## src/rtl/kwdt_pkg.sv

```systemverilog
package kwdt_pkg;
  localparam int ADDR_W = 12;
  localparam int DATA_W = 32;
  localparam int WIDX_W = ADDR_W - 2;

  localparam logic [DATA_W-1:0] UNLOCK_KEY = 32'h1ACC_E551;

  // word indices (byte offset >> 2)
  localparam logic [WIDX_W-1:0] W_LOAD  = 10'h000;
  localparam logic [WIDX_W-1:0] W_VALUE = 10'h001;
  localparam logic [WIDX_W-1:0] W_CTRL  = 10'h002;
  localparam logic [WIDX_W-1:0] W_CLR   = 10'h003;
  localparam logic [WIDX_W-1:0] W_RAW   = 10'h004;
  localparam logic [WIDX_W-1:0] W_MASK  = 10'h005;
  localparam logic [WIDX_W-1:0] W_LOCK  = 10'h300;
  localparam logic [WIDX_W-1:0] W_TCTRL = 10'h3C0;
  localparam logic [WIDX_W-1:0] W_TOUT  = 10'h3C1;
  // identification window: byte offsets 0xFE0..0xFFC share addr[11:5]
  localparam logic [6:0] ID_WINDOW = 7'h7F;

  typedef struct packed {
    logic int_en;
    logic rst_en;
  } ctrl_t;

  function automatic logic [7:0] id_byte(input logic [2:0] idx);
    case (idx)
      3'd0:    return 8'h4B;
      3'd1:    return 8'h57;
      3'd2:    return 8'h10;
      3'd3:    return 8'h00;
      3'd4:    return 8'hA5;
      3'd5:    return 8'h3C;
      3'd6:    return 8'h96;
      default: return 8'h0F;
    endcase
  endfunction
endpackage

```

## src/rtl/kwdt_regs.sv

```systemverilog
module kwdt_regs
  import kwdt_pkg::*;
#(
  parameter int CNT_W = 32,
  parameter logic [CNT_W-1:0] LOAD_RST = '1
) (
  input  logic              clk,
  input  logic              rst_n,
  input  logic              wr_en,
  input  logic              rd_en,
  input  logic [ADDR_W-1:0] addr,
  input  logic [DATA_W-1:0] wdata,
  input  logic [CNT_W-1:0]  cnt,
  input  logic              raw_irq,
  output logic [CNT_W-1:0]  load_val,
  output ctrl_t             ctrl,
  output logic              test_en,
  output logic [1:0]        test_out,
  output logic              load_wr,
  output logic              clr_wr,
  output logic [DATA_W-1:0] rdata
);
  logic              locked;
  logic              wr_ok;
  logic [WIDX_W-1:0] widx;

  assign widx    = addr[ADDR_W-1:2];
  assign wr_ok   = wr_en && !locked;
  assign load_wr = wr_ok && (widx == W_LOAD);
  assign clr_wr  = wr_ok && (widx == W_CLR);

  // key gate: always writable
  always_ff @(posedge clk or negedge rst_n) begin
    if (!rst_n)                        locked <= 1'b1;
    else if (wr_en && widx == W_LOCK)  locked <= (wdata != UNLOCK_KEY);
  end

  always_ff @(posedge clk or negedge rst_n) begin
    if (!rst_n) begin
      load_val <= LOAD_RST;
      ctrl     <= '0;
      test_en  <= 1'b0;
      test_out <= 2'b00;
    end else if (wr_ok) begin
      case (widx)
        W_LOAD:  load_val <= wdata[CNT_W-1:0];
        W_CTRL:  ctrl     <= '{int_en: wdata[0], rst_en: wdata[1]};
        W_TCTRL: test_en  <= wdata[0];
        W_TOUT:  test_out <= wdata[1:0];
        default: ;
      endcase
    end
  end

  always_comb begin
    rdata = '0;
    if (rd_en) begin
      if (widx[WIDX_W-1:3] == ID_WINDOW) begin
        rdata = {24'h0, id_byte(widx[2:0])};
      end else begin
        case (widx)
          W_LOAD:  rdata = DATA_W'(load_val);
          W_VALUE: rdata = DATA_W'(cnt);
          W_CTRL:  rdata = {30'h0, ctrl.rst_en, ctrl.int_en};
          W_RAW:   rdata = {31'h0, raw_irq};
          W_MASK:  rdata = {31'h0, raw_irq & ctrl.int_en};
          W_LOCK:  rdata = {31'h0, locked};
          W_TCTRL: rdata = {31'h0, test_en};
          default: rdata = '0;
        endcase
      end
    end
  end

  // the key value opens the gate on the following cycle
  p_key_opens_r1: assert property (@(posedge clk) disable iff (!rst_n)
    (wr_en && widx == W_LOCK && wdata == UNLOCK_KEY) |=> !locked)
    else $error("p_key_opens_r1");

  // a control write while locked leaves control untouched
  p_locked_ctrl_r2: assert property (@(posedge clk) disable iff (!rst_n)
    (wr_en && locked && widx == W_CTRL) |=> $stable(ctrl))
    else $error("p_locked_ctrl_r2");

  // test registers unchanged while locked
  p_locked_test_r2: assert property (@(posedge clk) disable iff (!rst_n)
    (wr_en && locked) |=> ($stable(test_en) && $stable(test_out) && $stable(load_val)))
    else $error("p_locked_test_r2");
endmodule

```

## src/rtl/kwdt_counter.sv

```systemverilog
module kwdt_counter
  import kwdt_pkg::*;
#(
  parameter int CNT_W = 32,
  parameter logic [CNT_W-1:0] LOAD_RST = '1
) (
  input  logic             clk,
  input  logic             rst_n,
  input  ctrl_t            ctrl,
  input  logic [CNT_W-1:0] load_val,
  input  logic             load_wr,
  input  logic [CNT_W-1:0] load_data,
  input  logic             clr_wr,
  output logic [CNT_W-1:0] cnt,
  output logic             raw_irq,
  output logic             rst_flag
);
  logic at_zero;
  logic expire;

  assign at_zero = (cnt == '0);
  // a bus reload or clear in the same cycle pre-empts an expiry
  assign expire  = ctrl.int_en && at_zero && !load_wr && !clr_wr;

  always_ff @(posedge clk or negedge rst_n) begin
    if (!rst_n)               cnt <= LOAD_RST;
    else if (load_wr)         cnt <= load_data;
    else if (clr_wr)          cnt <= load_val;
    else if (ctrl.int_en)     cnt <= at_zero ? load_val : cnt - 1'b1;
  end

  always_ff @(posedge clk or negedge rst_n) begin
    if (!rst_n)       raw_irq <= 1'b0;
    else if (clr_wr)  raw_irq <= 1'b0;
    else if (expire)  raw_irq <= 1'b1;
  end

  always_ff @(posedge clk or negedge rst_n) begin
    if (!rst_n)                                 rst_flag <= 1'b0;
    else if (expire && raw_irq && ctrl.rst_en)  rst_flag <= 1'b1;
  end

  // a start-value write loads the counter on the next cycle
  p_reload_r3: assert property (@(posedge clk) disable iff (!rst_n)
    load_wr |=> (cnt == $past(load_data)))
    else $error("p_reload_r3");

  // counter frozen while disabled and untouched by the bus
  p_hold_r4: assert property (@(posedge clk) disable iff (!rst_n)
    (!ctrl.int_en && !load_wr && !clr_wr) |=> $stable(cnt))
    else $error("p_hold_r4");

  // reset request is sticky
  p_rst_sticky_r6: assert property (@(posedge clk) disable iff (!rst_n)
    rst_flag |=> rst_flag)
    else $error("p_rst_sticky_r6");

  // a clear drops the pending interrupt
  p_clear_r7: assert property (@(posedge clk) disable iff (!rst_n)
    clr_wr |=> !raw_irq)
    else $error("p_clear_r7");
endmodule

```

## src/rtl/kwdt_outmux.sv

```systemverilog
module kwdt_outmux
  import kwdt_pkg::*;
(
  input  logic       test_en,
  input  logic [1:0] test_out,
  input  logic       raw_irq,
  input  ctrl_t      ctrl,
  input  logic       rst_flag,
  output logic       irq_o,
  output logic       rst_o
);
  always_comb begin
    if (test_en) begin
      irq_o = test_out[0];
      rst_o = test_out[1];
    end else begin
      irq_o = raw_irq & ctrl.int_en;
      rst_o = rst_flag;
    end
  end
endmodule

```

## src/rtl/kwdt_top.sv

```systemverilog
module kwdt_top
  import kwdt_pkg::*;
#(
  parameter int CNT_W = 32,
  parameter logic [CNT_W-1:0] LOAD_RST = '1
) (
  input  logic        clk,
  input  logic        rst_n,
  input  logic        bus_sel,
  input  logic        bus_enable,
  input  logic        bus_write,
  input  logic [11:0] bus_addr,
  input  logic [31:0] bus_wdata,
  output logic [31:0] bus_rdata,
  output logic        wdog_irq,
  output logic        wdog_rst
);
  logic             wr_en, rd_en;
  logic [CNT_W-1:0] load_val, cnt;
  ctrl_t            ctrl;
  logic             test_en;
  logic [1:0]       test_out;
  logic             load_wr, clr_wr;
  logic             raw_irq, rst_flag;

  assign wr_en = bus_sel && bus_enable && bus_write;
  assign rd_en = bus_sel && !bus_write;

  kwdt_regs #(.CNT_W(CNT_W), .LOAD_RST(LOAD_RST)) u_regs (
    .clk(clk), .rst_n(rst_n), .wr_en(wr_en), .rd_en(rd_en),
    .addr(bus_addr), .wdata(bus_wdata), .cnt(cnt), .raw_irq(raw_irq),
    .load_val(load_val), .ctrl(ctrl), .test_en(test_en), .test_out(test_out),
    .load_wr(load_wr), .clr_wr(clr_wr), .rdata(bus_rdata)
  );

  kwdt_counter #(.CNT_W(CNT_W), .LOAD_RST(LOAD_RST)) u_cnt (
    .clk(clk), .rst_n(rst_n), .ctrl(ctrl), .load_val(load_val),
    .load_wr(load_wr), .load_data(bus_wdata[CNT_W-1:0]), .clr_wr(clr_wr),
    .cnt(cnt), .raw_irq(raw_irq), .rst_flag(rst_flag)
  );

  kwdt_outmux u_mux (
    .test_en(test_en), .test_out(test_out), .raw_irq(raw_irq), .ctrl(ctrl),
    .rst_flag(rst_flag), .irq_o(wdog_irq), .rst_o(wdog_rst)
  );

  // a reset request outside test mode needs a pending interrupt
  p_rst_needs_irq_r6: assert property (@(posedge clk) disable iff (!rst_n)
    ($rose(rst_flag)) |-> $past(raw_irq))
    else $error("p_rst_needs_irq_r6");
endmodule

```

## config.mk

```make
export PLATFORM = sky130hd
export DESIGN_NAME = kwdt_top
export DESIGN_NICKNAME = d
export VERILOG_FILES = /design/src/rtl/kwdt_pkg.sv /design/src/rtl/kwdt_regs.sv /design/src/rtl/kwdt_counter.sv /design/src/rtl/kwdt_outmux.sv /design/src/rtl/kwdt_top.sv
export SDC_FILE = /design/constraint.sdc
export NUM_CORES = 1
export LEC_CHECK = 0
export CAP_MARGIN = 20
export CORE_MARGIN = 2
export CORE_UTILIZATION = 49
export DETAILED_ROUTE_END_ITERATION = 12
export PLACE_DENSITY = 0.88
export SLEW_MARGIN = 20
export SYNTH_ARGS = -nofsm -noshare
export SYNTH_HDL_FRONTEND = slang
export SYNTH_HIERARCHICAL = 1
export SYNTH_SLANG_ARGS = --single-unit
export TNS_END_PERCENT = 100
```

## constraint.sdc

```tcl
create_clock -name clk -period 2.4 [get_ports clk]
set_clock_uncertainty 0.05 [all_clocks]
set_input_delay 0.48 -clock clk [delete_from_list [all_inputs] [get_ports clk]]
set_output_delay 0.48 -clock clk [all_outputs]
set_load 0.005 [all_outputs]
```

Yosys cells after proc, flatten, opt, wreduce, memory -nomap -nowiden
Cells that the tools add are included.

Memory bits (writable): 0. Latch bits: 0. Output and inout port bits: 34. Bits in read-only memories: 0. Input port bits: 49. Memories: 0. Register bits after elaboration: 72.

Bitwise gates (word level): 1. Equal/unequal tests: 16. Shift operators: 0. Add/sub/neg operators: 1. $lt $le $gt $ge: 0. Multiplexer cells: 12. Reduce and logical (&&, ||, !) cells: 25. Divide/modulo/power cells: 0. Multiply operators: 0.

Operators with widths (number): $pmux W32 S7 (1); $mux W32 (6); $pmux W8 S7 (1); $logic_not A32 Y1 (1); $ne A32 B29 Y1 const B (1); $sub A32 B1 Y32 const B (1); $eq A10 B10 Y1 const B (3); $eq A10 B2 Y1 const B (2); $eq A10 B3 Y1 const B (2); $logic_and A1 B1 Y1 (12); $eq A10 B1 Y1 const B (1); $logic_not A10 Y1 (1); $eq A3 B3 Y1 const B (3); $reduce_and A2 Y1 (4); $eq A7 B7 Y1 const B (1); $eq A3 B2 Y1 const B (2); $logic_not A1 Y1 (4); $mux W1 (4); $eq A3 B1 Y1 const B (1); $logic_not A3 Y1 (1); $reduce_bool A3 Y1 (1); $reduce_bool A2 Y1 (1); $and A1 B1 Y1 (1).

Depth between registers and ports, before layout
Depth in word-level cells: 9. Mapped depth: 12. Depth with buffers taken out: 9.

Hierarchy
Netlist, hierarchy kept.

Modules (own cells, without submodules): kwdt_counter (area each 2601.2 µm², cells an instance 298, instances 1); kwdt_regs (area each 2346.0 µm², cells an instance 215, instances 1); kwdt_outmux (area each 27.5 µm², cells an instance 4, instances 1); kwdt_top (area each 16.3 µm², cells an instance 2, instances 1).

Worst setup path before layout
No wires, ideal clock.

Kind: input port to flip-flop. Start point: input port bus_addr[7]. End point: register u_cnt.cnt[12]. Data arrival time: 3.238 ns. Cell stages on the path: 11. Data required time: 2.256 ns. Setup slack: -0.982 ns. Cells stage by stage: or4_4 -> buf_6 -> nor4_2 -> nand2_1 -> clkbuf_1 -> inv_1 -> clkbuf_1 -> inv_1 -> o21ai_1 -> nor2_1 -> a311oi_1.

Elaborated cells on any way between the ends: 7. Classes of those cells: eq/ne (1); mux (2); reduce/logical (4).

RTL lines: start, declared (line kwdt_top.sv:12) `input logic [11:0] bus_addr,`; $logic_not A10 Y1 * (line kwdt_regs.sv:29) `assign load_wr = wr_ok && (widx == W_LOAD);`; $logic_and A1 B1 Y1 * (line kwdt_regs.sv:29); named net load_wr (line kwdt_top.sv:23) `logic load_wr, clr_wr;`; $reduce_bool A3 Y1 (no line) or $mux W32 (tied branches); end signal, assigned (line kwdt_counter.sv:27) `else if (load_wr) cnt <= load_data;`; end signal, assigned (line kwdt_counter.sv:28) `else if (clr_wr) cnt <= load_val;`; end signal, assigned (line kwdt_counter.sv:29) `else if (ctrl.int_en) cnt <= at_zero ? load_val : cnt - 1'b1;`; end, declared (line kwdt_counter.sv:14) `output logic [CNT_W-1:0] cnt,`.

The timed path passes the listed nets; every way through them passes the cells marked *. A chain may end at the register's enable or synchronous reset.

Worst setup path after layout
Start point: register u_cnt.cnt[1]. End point: register u_cnt.cnt[11].

Longest elaborated chain between the ends: 5. Elaborated cells on any way between the ends: 6. Classes of those cells: add/sub (1); mux (4); reduce/logical (1).

Ends and longest elaborated chain (line): $sub A32 B1 Y32 or $logic_not A32 Y1 (tied branches) (kwdt_counter.sv:29, kwdt_counter.sv:21); $mux W32 * (2 in a row) (kwdt_counter.sv:29); $mux W32 * (kwdt_counter.sv:28); $mux W32 * (kwdt_counter.sv:27).

Mark *: on every way between the ends. The rest lies on a longest branch, timed or not. The select of a mux whose other input is x is not followed.

==> tab_implementation.tex <==
\begin{tabular}{lr}
\hline
Metric & Value \\
\hline
\multicolumn{2}{l}{\textbf{Pwr}} \\
\quad Switching Share & between 30\% and 40\% \\
\quad Power density cells & around 520 mW/mm\^{}2 \\
\quad Leakage & 3.32 nW \\
\quad Switching power & 1.63 mW \\
\quad Combinational fraction of design power & 37.7\% \\
\quad Worst voltage drop across the vdd grid & 621 uV \\
\quad Sequential group share of total power & 32.6\% \\
\quad Clock share of power & between 20 and 30\% \\
\quad Internal Pwr Total & 2.67 mW \\
\multicolumn{2}{l}{\textbf{Clock network}} \\
\quad Maximum level of the CTS H-tree & 3 \\
\quad Clk\_lat worst skew & 0.39 ns \\
\quad Num CTS Buffers & 9 \\
\quad Clock sink count & about 70 \\
\quad CTS Hold Buffers Added & 0 \\
\quad TritonCTS clock tree & done \\
\quad CTS root buf & sky130\_fd\_sc\_hd\_\_clkbuf\_8 \\
\quad Buffer levels on the longest clock path & 2 \\
\quad Worst-path clk slew & 0.09 ns \\
\multicolumn{2}{l}{\textbf{Synthesis}} \\
\quad Net count after synthesis & 570 \\
\quad Netlist cell types & 72 \\
\quad Largest family of logic cells by synthesized area & simple AND/OR/NAND/NOR gates \\
\quad Warning count from the yosys run & 6 \\
\quad Cell count after synthesis & 519 \\
\quad Most numerous cell types in the synthesized netlist & 65 x sky130\_fd\_sc\_hd\_\_dfstp\_2, 51 x sky130\_fd\_sc\_hd\_\_nor2\_1, 32 x sky130\_fd\_sc\_hd\_\_mux2\_2 \\
\quad Adder-cell area share of the yosys netlist & 0.501\% \\
\quad Multiplexer share of the synthesized area & between 10\% and 20\% \\
\quad Post-synthesis instance area & between 0.004 and 0.005 mm\^{}2 \\
\quad Post-synth ARST share & 100\% \\
\quad Post-synthesis share of cell area spent on and, or, nand and nor gates & 23.8\% \\
\quad Area share of the leading cell type in the synthesized netlist & 34.2\% \\
\quad Synth Area in XOR/XNOR & $\sim$3.9\% \\
\quad Prevailing post-synth register cell & sky130\_fd\_sc\_hd\_\_dfstp\_2 \\
\quad Post-synth top area cell & sky130\_fd\_sc\_hd\_\_dfstp\_2 \\
\quad Most repeated cell in the gate-level netlist after synthesis & sky130\_fd\_sc\_hd\_\_dfstp\_2 \\
\quad Number of enable flip-flop cells after synthesis & 0 \\
\quad Compound-gate portion of the synthesized area & 15.7\% \\
\quad Top post-synthesis cells by area & sky130\_fd\_sc\_hd\_\_dfstp\_2 34\%, sky130\_fd\_sc\_hd\_\_mux2\_2 7.2\%, sky130\_fd\_sc\_hd\_\_mux2i\_1 5.6\% \\
\quad Sequential-to-total area share from yosys stat & 37.7\% \\
\quad Synth Area per Inst & 9.62 um\^{}2 \\
\quad Register bit count reported by yosys & a little over 70 \\
\multicolumn{2}{l}{\textbf{Finish}} \\
\quad Footprint of the multi-input gates & between 0.003 and 0.004 mm\^{}2 \\
\quad Fraction of layout cells with a size suffix above 1 & 61.9\% \\
\quad Layout-stage area growth over the synthesis result & 64.6\% \\
\quad Antenna fix cells & 0 \\
\quad Register area & about 0.0019 mm\^{}2 \\
\quad Net count of the finished layout & 778 \\
\quad Number of fill cells & between 400 and 500 \\
\multicolumn{2}{l}{\textbf{Global routing}} \\
\quad First-pass GRT wire length & between 30 and 40 mm \\
\quad Remaining global-route overflow & 0 \\
\quad Pin count of the biggest net entering global routing & between 50 and 60 \\
\quad Antenna violations before repair & 0 \\
\quad Via count of the first global-routing pass & $\sim$6200 \\
\quad Total track usage & between 30 and 40\% \\
\multicolumn{2}{l}{\textbf{Die}} \\
\quad DIE WIDTH & 105 um \\
\quad Initial core utilization & between 50\% and 60\% \\
\quad FP Rows & 36 \\
\quad Vertical die dimension & 105 um \\
\quad Total Die Area & 0.0110 mm\^{}2 \\
\quad Number of primary I/O pins & 83 \\
\quad Core Region & $\sim$0.0098 mm\^{}2 \\
\multicolumn{2}{l}{\textbf{STA}} \\
\quad Worst-case headroom to the max-slew limit & 22.9\% \\
\quad Pins Over Slew Limit & 0 \\
\quad Actual transition at the worst max-transition pin & around 1.1 ns \\
\quad Setup repair after global routing missed its margin & yes \\
\quad Final hold slack & 0.322 ns \\
\quad Hold Violations, Final & 0 \\
\quad Highest Clock Rate & 328 MHz \\
\quad Minimum clock period & 3.05 ns \\
\quad Final Worst Setup Slack & -0.649 ns \\
\quad Number of endpoints failing setup at the final stage & 66 \\
\quad Accumulated negative setup slack & -16.21 ns \\
\quad Period utilization & 127\% \\
\multicolumn{2}{l}{\textbf{Setup path}} \\
\quad Cells traversed along the worst timing path & buf\_4 -> or4\_1 -> or3\_4 -> o21ai\_0 -> nand2\_2 -> a31oi\_4 \\
\quad Family of cells with the greatest summed delay on the critical path & simple AND/OR/NAND/NOR gates \\
\quad Cell with the largest stage delay on the worst path & sky130\_fd\_sc\_hd\_\_o21ai\_0 \\
\quad Worst path arrival time & between 3 and 4 ns \\
\quad CP Data Required Time & 2.65 ns \\
\quad Crit Path Category & flop to flop \\
\quad Highest fanout seen on the critical path & 6 \\
\quad Crit. Startpoint & u\_cnt/cnt[1] \\
\quad Startpoint type of the worst setup path & flop \\
\quad Critical path buffers and inverters & 1 \\
\quad Worst setup EP type & flop \\
\quad Origin of the critical flop-to-flop path & u\_cnt/cnt[1] \\
\quad CP peak stage delay & 0.91 ns \\
\multicolumn{2}{l}{\textbf{Place}} \\
\quad Port buffer count & 80 \\
\quad Post-DP HPWL & 11.6 mm \\
\quad Routability-driven placement congestion ratio & 0.920 \\
\multicolumn{2}{l}{\textbf{Routing}} \\
\quad Average wire length per cell after detail routing & 30.0 um \\
\quad ANT nets after route & 0 \\
\quad First-iteration detailed-routing DRC count & around 750 \\
\quad Drt first pass iters & 8 \\
\quad Total via count in the routed design & 6336 \\
\quad Final routed wirelength across all metal layers & 25.9 mm \\
\quad Total DRC errors in the routed layout & 0 \\
\quad DR vias/cell & 7.32 \\
\multicolumn{2}{l}{\textbf{Run}} \\
\quad Maximum capacitance violations & 0 \\
\multicolumn{2}{l}{\textbf{Min path}} \\
\quad Path type of the worst min-delay path & input pin to async pin \\
\multicolumn{2}{l}{\textbf{Status}} \\
\quad Outcome & finished with violations \\
\quad Failing checks & setup timing \\
\hline
\end{tabular}
[final cells by class]
type | count | area share [%]
clock inverter | 5 | 1.25
multi-input combinational | 404 | 45.8
sequential | 72 | 22.9
timing repair buffer | 228 | 25.5
tap | 133 | 2.03
clock buffer | 11 | 1.84
inverter | 12 | 0.731
[power by group through the flow]
stage                     Combinational (mW)  Sequential, mW  Clock, mW
final                                   1.62            1.40       1.27
after global routing                    1.65            1.41       1.33
after CTS                               1.26            1.38       1.25
after detailed placement                1.17            1.40          0
after global placement                  1.14            1.39          0
after floorplan                        0.748            1.38          0
[kinds of logic (layout without fill, tap and decap cells)]
| kind of cell | count (synthesis) | count (layout) |
|---|---|---|
| AOI/OAI and AO/OA | 105 | 105 |
| muxes | 68 | 68 |
| xor gates and xnor gates | 22 | 22 |
| adders and majority gates | 2 | 2 |
| and+or+nand+nor | 206 | 207 |
| DFF | 72 | 72 |
| buffers and inverters | 44 | 256 |
[repair_timing]
action / 4_1_cts / 5_1_grt
gates cloned: 5 / 0
endpoints found under the setup margin: 92 / 86
buffers inserted: 43 / 22
gates resized for setup: 316 / 87
pin swaps: 83 / 25
[through the flow]
step	setup slack, ns	total power [mW]	std cells	area, um^2	util (%)
2_1_floorplan	-0.416	2.13	519	5130	-
3_3_place_gp	-0.955	2.53	785	6570	66.9
3_5_place_dp	-1.03	2.57	785	6570	66.9
4_1_cts	-0.255	3.89	848	7710	78.5
5_1_grt	-0.491	4.39	865	8220	83.7
6_report	-0.649	4.30	865	8220	83.7
[sequential cells by signal, summed over array words and instances, names as in the netlist]
| name | cells |
|---|---|
| u_cnt/rst_flag | 1 |
| u_cnt/cnt | 32 |
| u_regs/ctrl | 2 |
| u_regs/load_val | 32 |
| u_cnt/raw_irq | 1 |
| u_regs/test_en | 1 |
| u_regs/test_out | 2 |
| u_regs/locked | 1 |
[metal layers]
metal	share of wire, %	wire length, um	GRT usage [%]	up-vias
met1	33	8520	43.9	3018
met5	0	0	0	-
li1	-	-	-	2399
met4	10	2630	32.2	0
met3	13	3440	10.7	261
met2	44	11400	62.4	658
[worst paths after layout]
path	to	slack [ns]	cells after the start
worst max-delay path	u_cnt/cnt[11]	-0.65	6
worst min-delay path	u_cnt/cnt[30]	0.32	1
worst max register to register	u_cnt/cnt[11]	-0.65	6
worst min register to register	u_cnt/cnt[5]	0.47	2
max in group asynchronous	u_cnt/cnt[13]	1.57	2
min in group clk	u_cnt/cnt[5]	0.47	2
[cells in the final DEF, fill, tap and decap left out, drive strengths merged, types with 5 or more instances in the layout]
cell type,count
o21ai,12
inv,12
or3,10
mux2i,28
nand4,7
a22o,7
or4,6
clkdlybuf4s50,37
o31ai,9
dfrtp,7
mux2,40
buf,188
xnor2,11
a22oi,14
nand2,27
and4,6
dfstp,65
a31oi,13
nand3,28
a211oi,5
o22ai,13
xor2,11
nor4,13
nor2,51
clkbuf,12
nor3,28
Power figures use the tool's default switching activity.
